==> src/rtl/spi_xact_pkg.sv <==
package spi_xact_pkg;

  localparam int REG_AW = 8;
  localparam int REG_DW = 32;

  localparam logic [REG_AW-1:0] OFF_CTRL = 8'h14;
  localparam logic [REG_AW-1:0] OFF_XACT = 8'h18;
  localparam logic [REG_AW-1:0] OFF_STAT = 8'h30;
  localparam logic [REG_AW-1:0] OFF_IEN  = 8'h34;
  localparam logic [REG_AW-1:0] OFF_ICLR = 8'h38;

  localparam int LEN_LSB = 16;

  localparam int ST_W    = 13;
  localparam int ST_DONE = 9;
  localparam int ST_ILL  = 12;
  localparam logic [ST_W-1:0] ST_IMPL = (ST_W'(1) << ST_DONE) | (ST_W'(1) << ST_ILL);

  localparam int CB_EN    = 0;
  localparam int CB_MODE  = 5;
  localparam int CB_SEL   = 8;
  localparam int CB_GET   = 9;
  localparam int CB_SEND  = 10;
  localparam int CB_SRST  = 11;
  localparam int CB_CONT  = 12;

  typedef enum logic [1:0] {
    LN_1 = 2'd0,
    LN_2 = 2'd1,
    LN_4 = 2'd2
  } lanes_e;

  typedef struct packed {
    logic       cont;
    logic       srst;
    logic       send;
    logic       get;
    logic       sel;
    logic [2:0] mode;
    logic       en;
  } ctrl_t;

  function automatic lanes_e decode_mode(input logic [2:0] m);
    case (m)
      3'd1:    return LN_2;
      3'd2:    return LN_4;
      default: return LN_1;
    endcase
  endfunction

endpackage

==> src/rtl/spi_xact_regs.sv <==
module spi_xact_regs
  import spi_xact_pkg::*;
#(
  parameter int LEN_W = 16
) (
  input  logic              clk_i,
  input  logic              rst_ni,
  input  logic              we_i,
  input  logic              re_i,
  input  logic [REG_AW-1:0] addr_i,
  input  logic [REG_DW-1:0] wdata_i,
  output logic [REG_DW-1:0] rdata_o,
  input  logic              busy_i,
  input  logic              done_i,
  output logic              start_o,
  output ctrl_t             ctrl_o,
  output logic [LEN_W-1:0]  len_o,
  output logic              irq_o
);

  ctrl_t            ctrl_q;
  logic [LEN_W-1:0] len_q;
  logic [ST_W-1:0]  status_q, ien_q, st_set, st_clr;
  logic             start_q;
  logic             hit_ctrl, hit_xact, hit_stat, hit_ien, hit_iclr;
  logic             legal_rd, legal_wr, busy_eff, illegal, start_d;

  assign hit_ctrl = addr_i == OFF_CTRL;
  assign hit_xact = addr_i == OFF_XACT;
  assign hit_stat = addr_i == OFF_STAT;
  assign hit_ien  = addr_i == OFF_IEN;
  assign hit_iclr = addr_i == OFF_ICLR;

  assign legal_rd = hit_ctrl | hit_xact | hit_stat | hit_ien | hit_iclr;
  assign legal_wr = hit_ctrl | hit_xact | hit_ien | hit_iclr;
  assign busy_eff = busy_i | start_q;

  assign illegal = (we_i & (~legal_wr | (hit_xact & busy_eff))) | (re_i & ~legal_rd);

  // a new start is refused while one is pending or running
  assign start_d = we_i & hit_ctrl & wdata_i[CB_EN] & ~wdata_i[CB_SRST] & ~busy_eff;

  always_comb begin
    st_set          = '0;
    st_set[ST_DONE] = done_i;
    st_set[ST_ILL]  = illegal;
    st_clr          = (we_i & hit_iclr) ? wdata_i[ST_W-1:0] : '0;
  end

  always_ff @(posedge clk_i or negedge rst_ni) begin
    if (!rst_ni) begin
      ctrl_q  <= '0;
      len_q   <= '0;
      start_q <= 1'b0;
    end else begin
      start_q <= start_d;
      if (we_i & hit_ctrl) begin
        ctrl_q.en   <= wdata_i[CB_EN] & ~wdata_i[CB_SRST];
        ctrl_q.mode <= wdata_i[CB_MODE +: 3];
        ctrl_q.sel  <= wdata_i[CB_SEL];
        ctrl_q.get  <= wdata_i[CB_GET];
        ctrl_q.send <= wdata_i[CB_SEND];
        ctrl_q.srst <= wdata_i[CB_SRST];
        ctrl_q.cont <= wdata_i[CB_CONT];
      end else if (done_i) begin
        ctrl_q.en <= 1'b0;
      end
      if (we_i & hit_xact & ~busy_eff) len_q <= wdata_i[LEN_LSB +: LEN_W];
    end
  end

  always_ff @(posedge clk_i or negedge rst_ni) begin
    if (!rst_ni) begin
      status_q <= '0;
      ien_q    <= '0;
    end else begin
      if (ctrl_q.srst) status_q <= '0;
      else             status_q <= ((status_q & ~st_clr) | st_set) & ST_IMPL;
      if (we_i & hit_ien) ien_q <= wdata_i[ST_W-1:0] & ST_IMPL;
    end
  end

  always_comb begin
    rdata_o = '0;
    case (addr_i)
      OFF_CTRL: begin
        rdata_o[CB_EN]        = ctrl_q.en;
        rdata_o[CB_MODE +: 3] = ctrl_q.mode;
        rdata_o[CB_SEL]       = ctrl_q.sel;
        rdata_o[CB_GET]       = ctrl_q.get;
        rdata_o[CB_SEND]      = ctrl_q.send;
        rdata_o[CB_SRST]      = ctrl_q.srst;
        rdata_o[CB_CONT]      = ctrl_q.cont;
      end
      OFF_XACT: rdata_o[LEN_LSB +: LEN_W] = len_q;
      OFF_STAT: rdata_o[ST_W-1:0] = status_q;
      OFF_IEN:  rdata_o[ST_W-1:0] = ien_q;
      default:  rdata_o = '0;
    endcase
  end

  assign start_o = start_q;
  assign ctrl_o  = ctrl_q;
  assign len_o   = len_q;
  assign irq_o   = |(status_q & ien_q);

  p_done_sets_r6: assert property (@(posedge clk_i) disable iff (!rst_ni)
    done_i && !ctrl_q.srst |=> status_q[ST_DONE]);

  p_clear_r10: assert property (@(posedge clk_i) disable iff (!rst_ni)
    we_i && hit_iclr && wdata_i[ST_DONE] && !done_i |=> !status_q[ST_DONE]);

  p_illegal_r12: assert property (@(posedge clk_i) disable iff (!rst_ni)
    re_i && !legal_rd && !ctrl_q.srst |=> status_q[ST_ILL]);

  p_srst_clears_r13: assert property (@(posedge clk_i) disable iff (!rst_ni)
    ctrl_q.srst |=> status_q == '0);

endmodule

==> src/rtl/spi_xact_shift.sv <==
module spi_xact_shift
  import spi_xact_pkg::*;
#(
  parameter int LEN_W    = 16,
  parameter int HALF_DIV = 2
) (
  input  logic             clk_i,
  input  logic             rst_ni,
  input  logic             abort_i,
  input  logic             start_i,
  input  logic [LEN_W-1:0] len_i,
  input  lanes_e           mode_i,
  input  logic             send_i,
  input  logic             get_i,
  input  logic [7:0]       tx_byte_i,
  output logic             tx_take_o,
  output logic [7:0]       rx_byte_o,
  output logic             rx_valid_o,
  output logic             done_o,
  output logic             busy_o,
  output logic             sclk_o,
  output logic [3:0]       sdo_o,
  output logic [3:0]       sdo_oe_o,
  input  logic [3:0]       sdi_i
);

  localparam int DIV_W = (HALF_DIV > 1) ? $clog2(HALF_DIV) : 1;
  localparam logic [DIV_W-1:0] DIV_LAST = DIV_W'(HALF_DIV - 1);

  logic             busy_q, sclk_q, send_q, get_q, done_q, rxv_q;
  lanes_e           lanes_q;
  logic [DIV_W-1:0] div_q;
  logic [LEN_W-1:0] cnt_q;
  logic [2:0]       step_q;
  logic [7:0]       sh_q, rx_q;
  logic             tick, fall, last_step, start_ok, reload, load_now;

  function automatic logic [2:0] steps_of(input lanes_e l);
    case (l)
      LN_2:    return 3'd3;
      LN_4:    return 3'd1;
      default: return 3'd7;
    endcase
  endfunction

  function automatic logic [7:0] shift_out(input lanes_e l, input logic [7:0] s);
    case (l)
      LN_2:    return {s[5:0], 2'b00};
      LN_4:    return {s[3:0], 4'b0000};
      default: return {s[6:0], 1'b0};
    endcase
  endfunction

  function automatic logic [7:0] shift_in(input lanes_e l, input logic [7:0] r,
                                          input logic [3:0] d);
    case (l)
      LN_2:    return {r[5:0], d[1:0]};
      LN_4:    return {r[3:0], d};
      default: return {r[6:0], d[1]};
    endcase
  endfunction

  assign tick      = busy_q & (div_q == DIV_LAST);
  assign fall      = tick & sclk_q;
  assign last_step = step_q == 3'd0;
  assign start_ok  = start_i & ~busy_q & ~abort_i;
  assign reload    = fall & last_step & (cnt_q != LEN_W'(1)) & ~abort_i;
  assign load_now  = (start_ok & (len_i != '0)) | reload;
  assign tx_take_o = load_now & (busy_q ? send_q : send_i);

  always_ff @(posedge clk_i or negedge rst_ni) begin
    if (!rst_ni) begin
      busy_q  <= 1'b0;
      sclk_q  <= 1'b0;
      send_q  <= 1'b0;
      get_q   <= 1'b0;
      done_q  <= 1'b0;
      rxv_q   <= 1'b0;
      lanes_q <= LN_1;
      div_q   <= '0;
      cnt_q   <= '0;
      step_q  <= '0;
      sh_q    <= '0;
      rx_q    <= '0;
    end else begin
      done_q <= 1'b0;
      rxv_q  <= 1'b0;
      if (abort_i) begin
        busy_q <= 1'b0;
        sclk_q <= 1'b0;
        div_q  <= '0;
      end else if (!busy_q) begin
        if (start_i) begin
          if (len_i == '0) begin
            done_q <= 1'b1;
          end else begin
            busy_q  <= 1'b1;
            sclk_q  <= 1'b0;
            div_q   <= '0;
            cnt_q   <= len_i;
            lanes_q <= mode_i;
            send_q  <= send_i;
            get_q   <= get_i;
            step_q  <= steps_of(mode_i);
            sh_q    <= send_i ? tx_byte_i : 8'h00;
          end
        end
      end else if (tick) begin
        div_q <= '0;
        if (!sclk_q) begin
          sclk_q <= 1'b1;
          rx_q   <= shift_in(lanes_q, rx_q, sdi_i);
        end else begin
          sclk_q <= 1'b0;
          if (last_step) begin
            rxv_q <= get_q;
            cnt_q <= cnt_q - LEN_W'(1);
            if (cnt_q == LEN_W'(1)) begin
              busy_q <= 1'b0;
              done_q <= 1'b1;
            end else begin
              step_q <= steps_of(lanes_q);
              sh_q   <= send_q ? tx_byte_i : 8'h00;
            end
          end else begin
            step_q <= step_q - 3'd1;
            sh_q   <= shift_out(lanes_q, sh_q);
          end
        end
      end else begin
        div_q <= div_q + DIV_W'(1);
      end
    end
  end

  always_comb begin
    sdo_o    = '0;
    sdo_oe_o = '0;
    if (busy_q & send_q) begin
      case (lanes_q)
        LN_2: begin
          sdo_o[1:0] = sh_q[7:6];
          sdo_oe_o   = 4'b0011;
        end
        LN_4: begin
          sdo_o    = sh_q[7:4];
          sdo_oe_o = 4'b1111;
        end
        default: begin
          sdo_o[0] = sh_q[7];
          sdo_oe_o = 4'b0001;
        end
      endcase
    end
  end

  assign rx_byte_o  = rx_q;
  assign rx_valid_o = rxv_q;
  assign done_o     = done_q;
  assign busy_o     = busy_q;
  assign sclk_o     = sclk_q;

  p_idle_sclk_low_r1: assert property (@(posedge clk_i) disable iff (!rst_ni)
    !busy_q |-> !sclk_q);

  p_lanes_stable_r5: assert property (@(posedge clk_i) disable iff (!rst_ni)
    busy_q && $past(busy_q) |-> $stable(lanes_q));

  p_no_take_r8: assert property (@(posedge clk_i) disable iff (!rst_ni)
    busy_q && !send_q |-> !tx_take_o && sdo_oe_o == 4'b0000);

  p_abort_stops_r13: assert property (@(posedge clk_i) disable iff (!rst_ni)
    abort_i |=> !busy_q && !sclk_q);

endmodule

==> src/rtl/spi_xact_ctrl.sv <==
module spi_xact_ctrl
  import spi_xact_pkg::*;
#(
  parameter int LEN_W    = 16,
  parameter int HALF_DIV = 2
) (
  input  logic        clk_i,
  input  logic        rst_ni,
  input  logic        reg_we_i,
  input  logic        reg_re_i,
  input  logic [7:0]  reg_addr_i,
  input  logic [31:0] reg_wdata_i,
  output logic [31:0] reg_rdata_o,
  output logic        irq_o,
  input  logic [7:0]  tx_byte_i,
  output logic        tx_take_o,
  output logic [7:0]  rx_byte_o,
  output logic        rx_valid_o,
  output logic        sclk_o,
  output logic        cs_no_o,
  output logic [3:0]  sdo_o,
  output logic [3:0]  sdo_oe_o,
  input  logic [3:0]  sdi_i
);

  ctrl_t            ctrl;
  logic [LEN_W-1:0] len;
  logic             start, busy, done, hold_q;

  spi_xact_regs #(.LEN_W(LEN_W)) u_regs (
    .clk_i   (clk_i),
    .rst_ni  (rst_ni),
    .we_i    (reg_we_i),
    .re_i    (reg_re_i),
    .addr_i  (reg_addr_i),
    .wdata_i (reg_wdata_i),
    .rdata_o (reg_rdata_o),
    .busy_i  (busy),
    .done_i  (done),
    .start_o (start),
    .ctrl_o  (ctrl),
    .len_o   (len),
    .irq_o   (irq_o)
  );

  spi_xact_shift #(.LEN_W(LEN_W), .HALF_DIV(HALF_DIV)) u_shift (
    .clk_i      (clk_i),
    .rst_ni     (rst_ni),
    .abort_i    (ctrl.srst),
    .start_i    (start),
    .len_i      (len),
    .mode_i     (decode_mode(ctrl.mode)),
    .send_i     (ctrl.send),
    .get_i      (ctrl.get),
    .tx_byte_i  (tx_byte_i),
    .tx_take_o  (tx_take_o),
    .rx_byte_o  (rx_byte_o),
    .rx_valid_o (rx_valid_o),
    .done_o     (done),
    .busy_o     (busy),
    .sclk_o     (sclk_o),
    .sdo_o      (sdo_o),
    .sdo_oe_o   (sdo_oe_o),
    .sdi_i      (sdi_i)
  );

  // keep select asserted across transactions when continue is set
  always_ff @(posedge clk_i or negedge rst_ni) begin
    if (!rst_ni)                     hold_q <= 1'b0;
    else if (ctrl.srst | ~ctrl.cont) hold_q <= 1'b0;
    else if (done)                   hold_q <= 1'b1;
  end

  assign cs_no_o = ~(ctrl.sel & (busy | hold_q));

  p_cs_busy_r14: assert property (@(posedge clk_i) disable iff (!rst_ni)
    busy && ctrl.sel |-> !cs_no_o);

  p_cs_hold_r14: assert property (@(posedge clk_i) disable iff (!rst_ni)
    done && ctrl.sel && ctrl.cont && !ctrl.srst && !(reg_we_i && reg_addr_i == OFF_CTRL)
      |=> !cs_no_o);

endmodule

==> config.mk <==
export PLATFORM = sky130hd
export DESIGN_NAME = spi_xact_ctrl
export DESIGN_NICKNAME = d
export VERILOG_FILES = /design/src/rtl/spi_xact_pkg.sv /design/src/rtl/spi_xact_regs.sv /design/src/rtl/spi_xact_shift.sv /design/src/rtl/spi_xact_ctrl.sv
export SDC_FILE = /design/constraint.sdc
export NUM_CORES = 1
export LEC_CHECK = 0
export BUFFER_PORTS_ARGS = -buffer_cell sky130_fd_sc_hd__buf_4
export CELL_PAD_IN_SITES_DETAIL_PLACEMENT = 1
export CELL_PAD_IN_SITES_GLOBAL_PLACEMENT = 1
export CORE_UTILIZATION = 41
export DETAILED_ROUTE_END_ITERATION = 7
export GPL_TIMING_DRIVEN = 0
export PLACE_DENSITY_LB_ADDON = 0.12
export SYNTH_ARGS = -nofsm -noshare
export SYNTH_HDL_FRONTEND = slang
export SYNTH_HIERARCHICAL = 1
export SYNTH_SLANG_ARGS = --single-unit
==> constraint.sdc <==
create_clock -name clk_i -period 2.75 [get_ports clk_i]
set_clock_uncertainty 0.05 [all_clocks]
set_input_delay 0.275 -clock clk_i [delete_from_list [all_inputs] [get_ports clk_i]]
set_output_delay 0.275 -clock clk_i [all_outputs]
set_load 0.05 [all_outputs]
==> results.yml <==
status:
  outcome: "finished with violations"
  violations: "negative hold slack"
setup_path:
  reg2reg_to: "u_shift/cnt_q[13]"
  critPathTopFamily: "simple AND/OR/NAND/NOR gates"
  cp.arrival_ns: 2.26
  cp_cell_sequence: "and4b_2, and2_1, clkbuf_4, nand2_1, a22oi_2, buf_4"
  crit_start: "u_regs/ctrl_o[7]"
  worst_path_max_delay_cell: "dfrtp_1"
  critPathKind: "reg2out"
  critPathMaxStageDelay_ns: 0.53
  start_kind: "register"
  crit_required_ns: 2.42
  r2r_setup_slack_ns: 0.41
  r2r_start: "u_regs/ctrl_o[7]"
  reg2regPathDepth: 7
  crit_fanout: 19
  crit_buf_inv: 2
  cp-end-kind: "primary output"
global_route:
  antenna_found_initial: 0
  grt_pass1_wl_mm: 21.1
  grt_use_total_pct: 24.5
  grt_overflow: 0
  grt_pass1_vias: 4118
  grt_max_degree: 76
timing:
  tns_ns: 0
  worst_pin_slew_ns: 0.981
  max_freq_mhz: 386
  finalSetupViolations: 0
  period_needed_ns: 2.59
  period_share_pct: 94.2
  slew_headroom_pct: 34.6
  final_max_slew_viol_count: 0
  grt_setup_unrepaired: "false"
  finalHoldViolCount: 9
  whs_ns: -0.0306
floorplanning:
  die_w_um: 105
  ioPinCount: 109
  dieArea_um2: 11000
  rows: 37
  fp.dieH_um: 105
  core-area_um2: 10300
  initial_core_util_pct: 42.2
pwr:
  p_seq_share_pct: 52.0
  p_sw_w: 0.000606
  leakage_nw: 2.65
  p_int_w: 0.00164
  p_total_w: 0.00225
  combPwrFrac_pct: 12.7
  clkPwrFrac_pct: 35.3
  power_density_nw_per_um2: 414
  swShare_pct: 26.9
  peakVddDrop_v: 0.000322
job:
  drv_cap: 0
cts:
  cts_made_buffers: 9
  numClockSinks: 75
  cts_tree: "yes"
  cts.clk_slew.worst_paths_ns: 0.08
  h-tree-depth: 3
  cts.path.max_buffers: 2
  cts_root_buffer: "clkbuf_8"
  worstSkewPairLatency_ns: 0.37
detailed_routing:
  drtIter0Drc: 130
  drc: 0
  drt-vias-per-instance: 5.64
  drt_wl_total_mm: 12.5
  vias: 3895
  wl_per_cell_um: 18.1
  drt.antenna.violating_nets: 0
  dr.pass1.iters: 4
yosys:
  syn_inst: 439
  syn_area_per_cell_um2: 9.92
  yosys_register_bits: 75
  syn_area_um2: 4350
  synth_edf_count: 0
  ys.flop_type: "dfrtp_1"
  ys_types: 62
  async_reset_ff_share_pct: 100
  ys_warn_count: 6
  yosysSeqAreaShare_pct: 43.1
finish:
  num-nets-final: 612
  mostFrequentLayoutCells: "buf_4 (102), dfrtp_1 (75), nand2_1 (40)"
  drive_above_1_share_pct: 30.3
  fin_cells: 690
  fin_util_pct: 52.7
  area_growth_pct: 24.9
  num-fill-cells: 1213
  final_common_cell: "buf_4"
  diodes: 0
placement:
  place_inst: 674
  dpl.hpwl_mm: 9.25
  io_buffers: 93
  gp_congestion: 0.825
min_path:
  hold_class: "in2async"
-- registers in the layout, summed over array words and instances, names as in the netlist, 2 cells and up --
name and count:
u_regs/ien_q 2, u_regs/ctrl_o 9, u_shift/step_q 3, u_regs/status_q 2, u_shift/sh_q 8, u_regs/len_o 16, u_shift/lanes_q 2, u_shift/cnt_q 16
u_shift/rx_byte_o 8
-- power groups by stage --
stage | registers [W] | logic (W) | clock network [W]
3_3_place_gp | 0.00119 | 0.000271 | 0
5_1_grt | 0.00118 | 0.000312 | 0.000863
3_5_place_dp | 0.00119 | 0.000279 | 0
6_report | 0.00117 | 0.000286 | 0.000794
2_1_floorplan | 0.00119 | 0.000155 | 0
4_1_cts | 0.00117 | 0.000289 | 0.000827
-- layer usage --
metal  track usage [%]  part of all wire [%]
met5                 0                     0
met4              8.45                   1.6
met3              6.36                   4.4
met2              42.8                    51
met1              29.2                    43
-- Yosys cell counts (all sizes together), types with 3 or more instances --
cell | n | area share (%)
o22ai | 15 | 2.2
o21ai | 29 | 3.3
nor4 | 9 | 1.3
a21oi | 24 | 3.0
a221o | 4 | 0.92
buf | 17 | 2.8
or3 | 4 | 0.69
nand2 | 41 | 3.7
inv | 9 | 0.78
nand2b | 5 | 0.72
a31oi | 3 | 0.43
nor2 | 27 | 2.7
nor3b | 6 | 1.1
nand3 | 9 | 1.0
dfrtp | 75 | 43
nor3 | 8 | 1.2
a22oi | 19 | 3.3
mux2i | 10 | 2.3
and3 | 19 | 2.7
mux2 | 32 | 9.2
ha | 7 | 2.0
clkbuf | 14 | 1.2
o22a | 4 | 0.80
nand4 | 5 | 1.1
nor4b | 3 | 0.95
and2 | 13 | 1.9
-- area by class of cell --
class | count | area, µm² | area share [%]
Clock buffer | 15 | 166 | 3.06
Tap cell | 136 | 170 | 3.13
Inverter | 9 | 33.8 | 0.621
Multi-Input combinational cell | 330 | 2300 | 42.3
Timing Repair Buffer | 94 | 706 | 13.0
Clock inverter | 1 | 7.51 | 0.138
Buffer | 30 | 175 | 3.22
Sequential cell | 75 | 1880 | 34.5
-- repair_timing --
item / in CTS / in global routing
pin swaps: 1 / 0
setup endpoints to repair: 1 / 3
gates resized for setup: 2 / 5
buffers inserted: 1 / 0
hold buffers: 0 / 0
-- metrics by stage --
step | instance area [µm²] | hold slack (ns) | setup slack, ns
6_report | 5440 | -0.0306 | 0.161
5_1_grt | 5440 | 0.0611 | 0.00189
4_1_cts | 5430 | 0.0328 | 0.00179
3_5_place_dp | 5250 | 0.432 | 0.0820
3_3_place_gp | 5250 | 0.417 | 0.0503
2_1_floorplan | 4380 | -0.0706 | 0.176
-- worst max path at each step --
stage	endpoint	slack, ns	depth (start not counted)
floorplan	tx_take_o	0.18	6
global placement	tx_take_o	0.05	7
detailed placement	tx_take_o	0.08	7
CTS	sdo_o[0]	0.002	8
global route	tx_take_o	0.002	6
finish	tx_take_o	0.16	6
-- kinds of logic (layout without fill, tap and decap cells) --
logic type / after synthesis / in the layout / share of synthesized area (%)
muxes: 42 / 42 / 11.5
buffers and inverters: 40 / 149 / 4.74
and+or+nand+nor: 162 / 162 / 21.8
DFF: 75 / 75 / 43.1
adders and majority gates: 7 / 7 / 2.01
AOI/OAI and AO/OA: 111 / 111 / 16.5
xor gates and xnor gates: 1 / 1 / 0.201
other: 1 / 7 / 0.0861
Power figures use the tool's default switching activity.
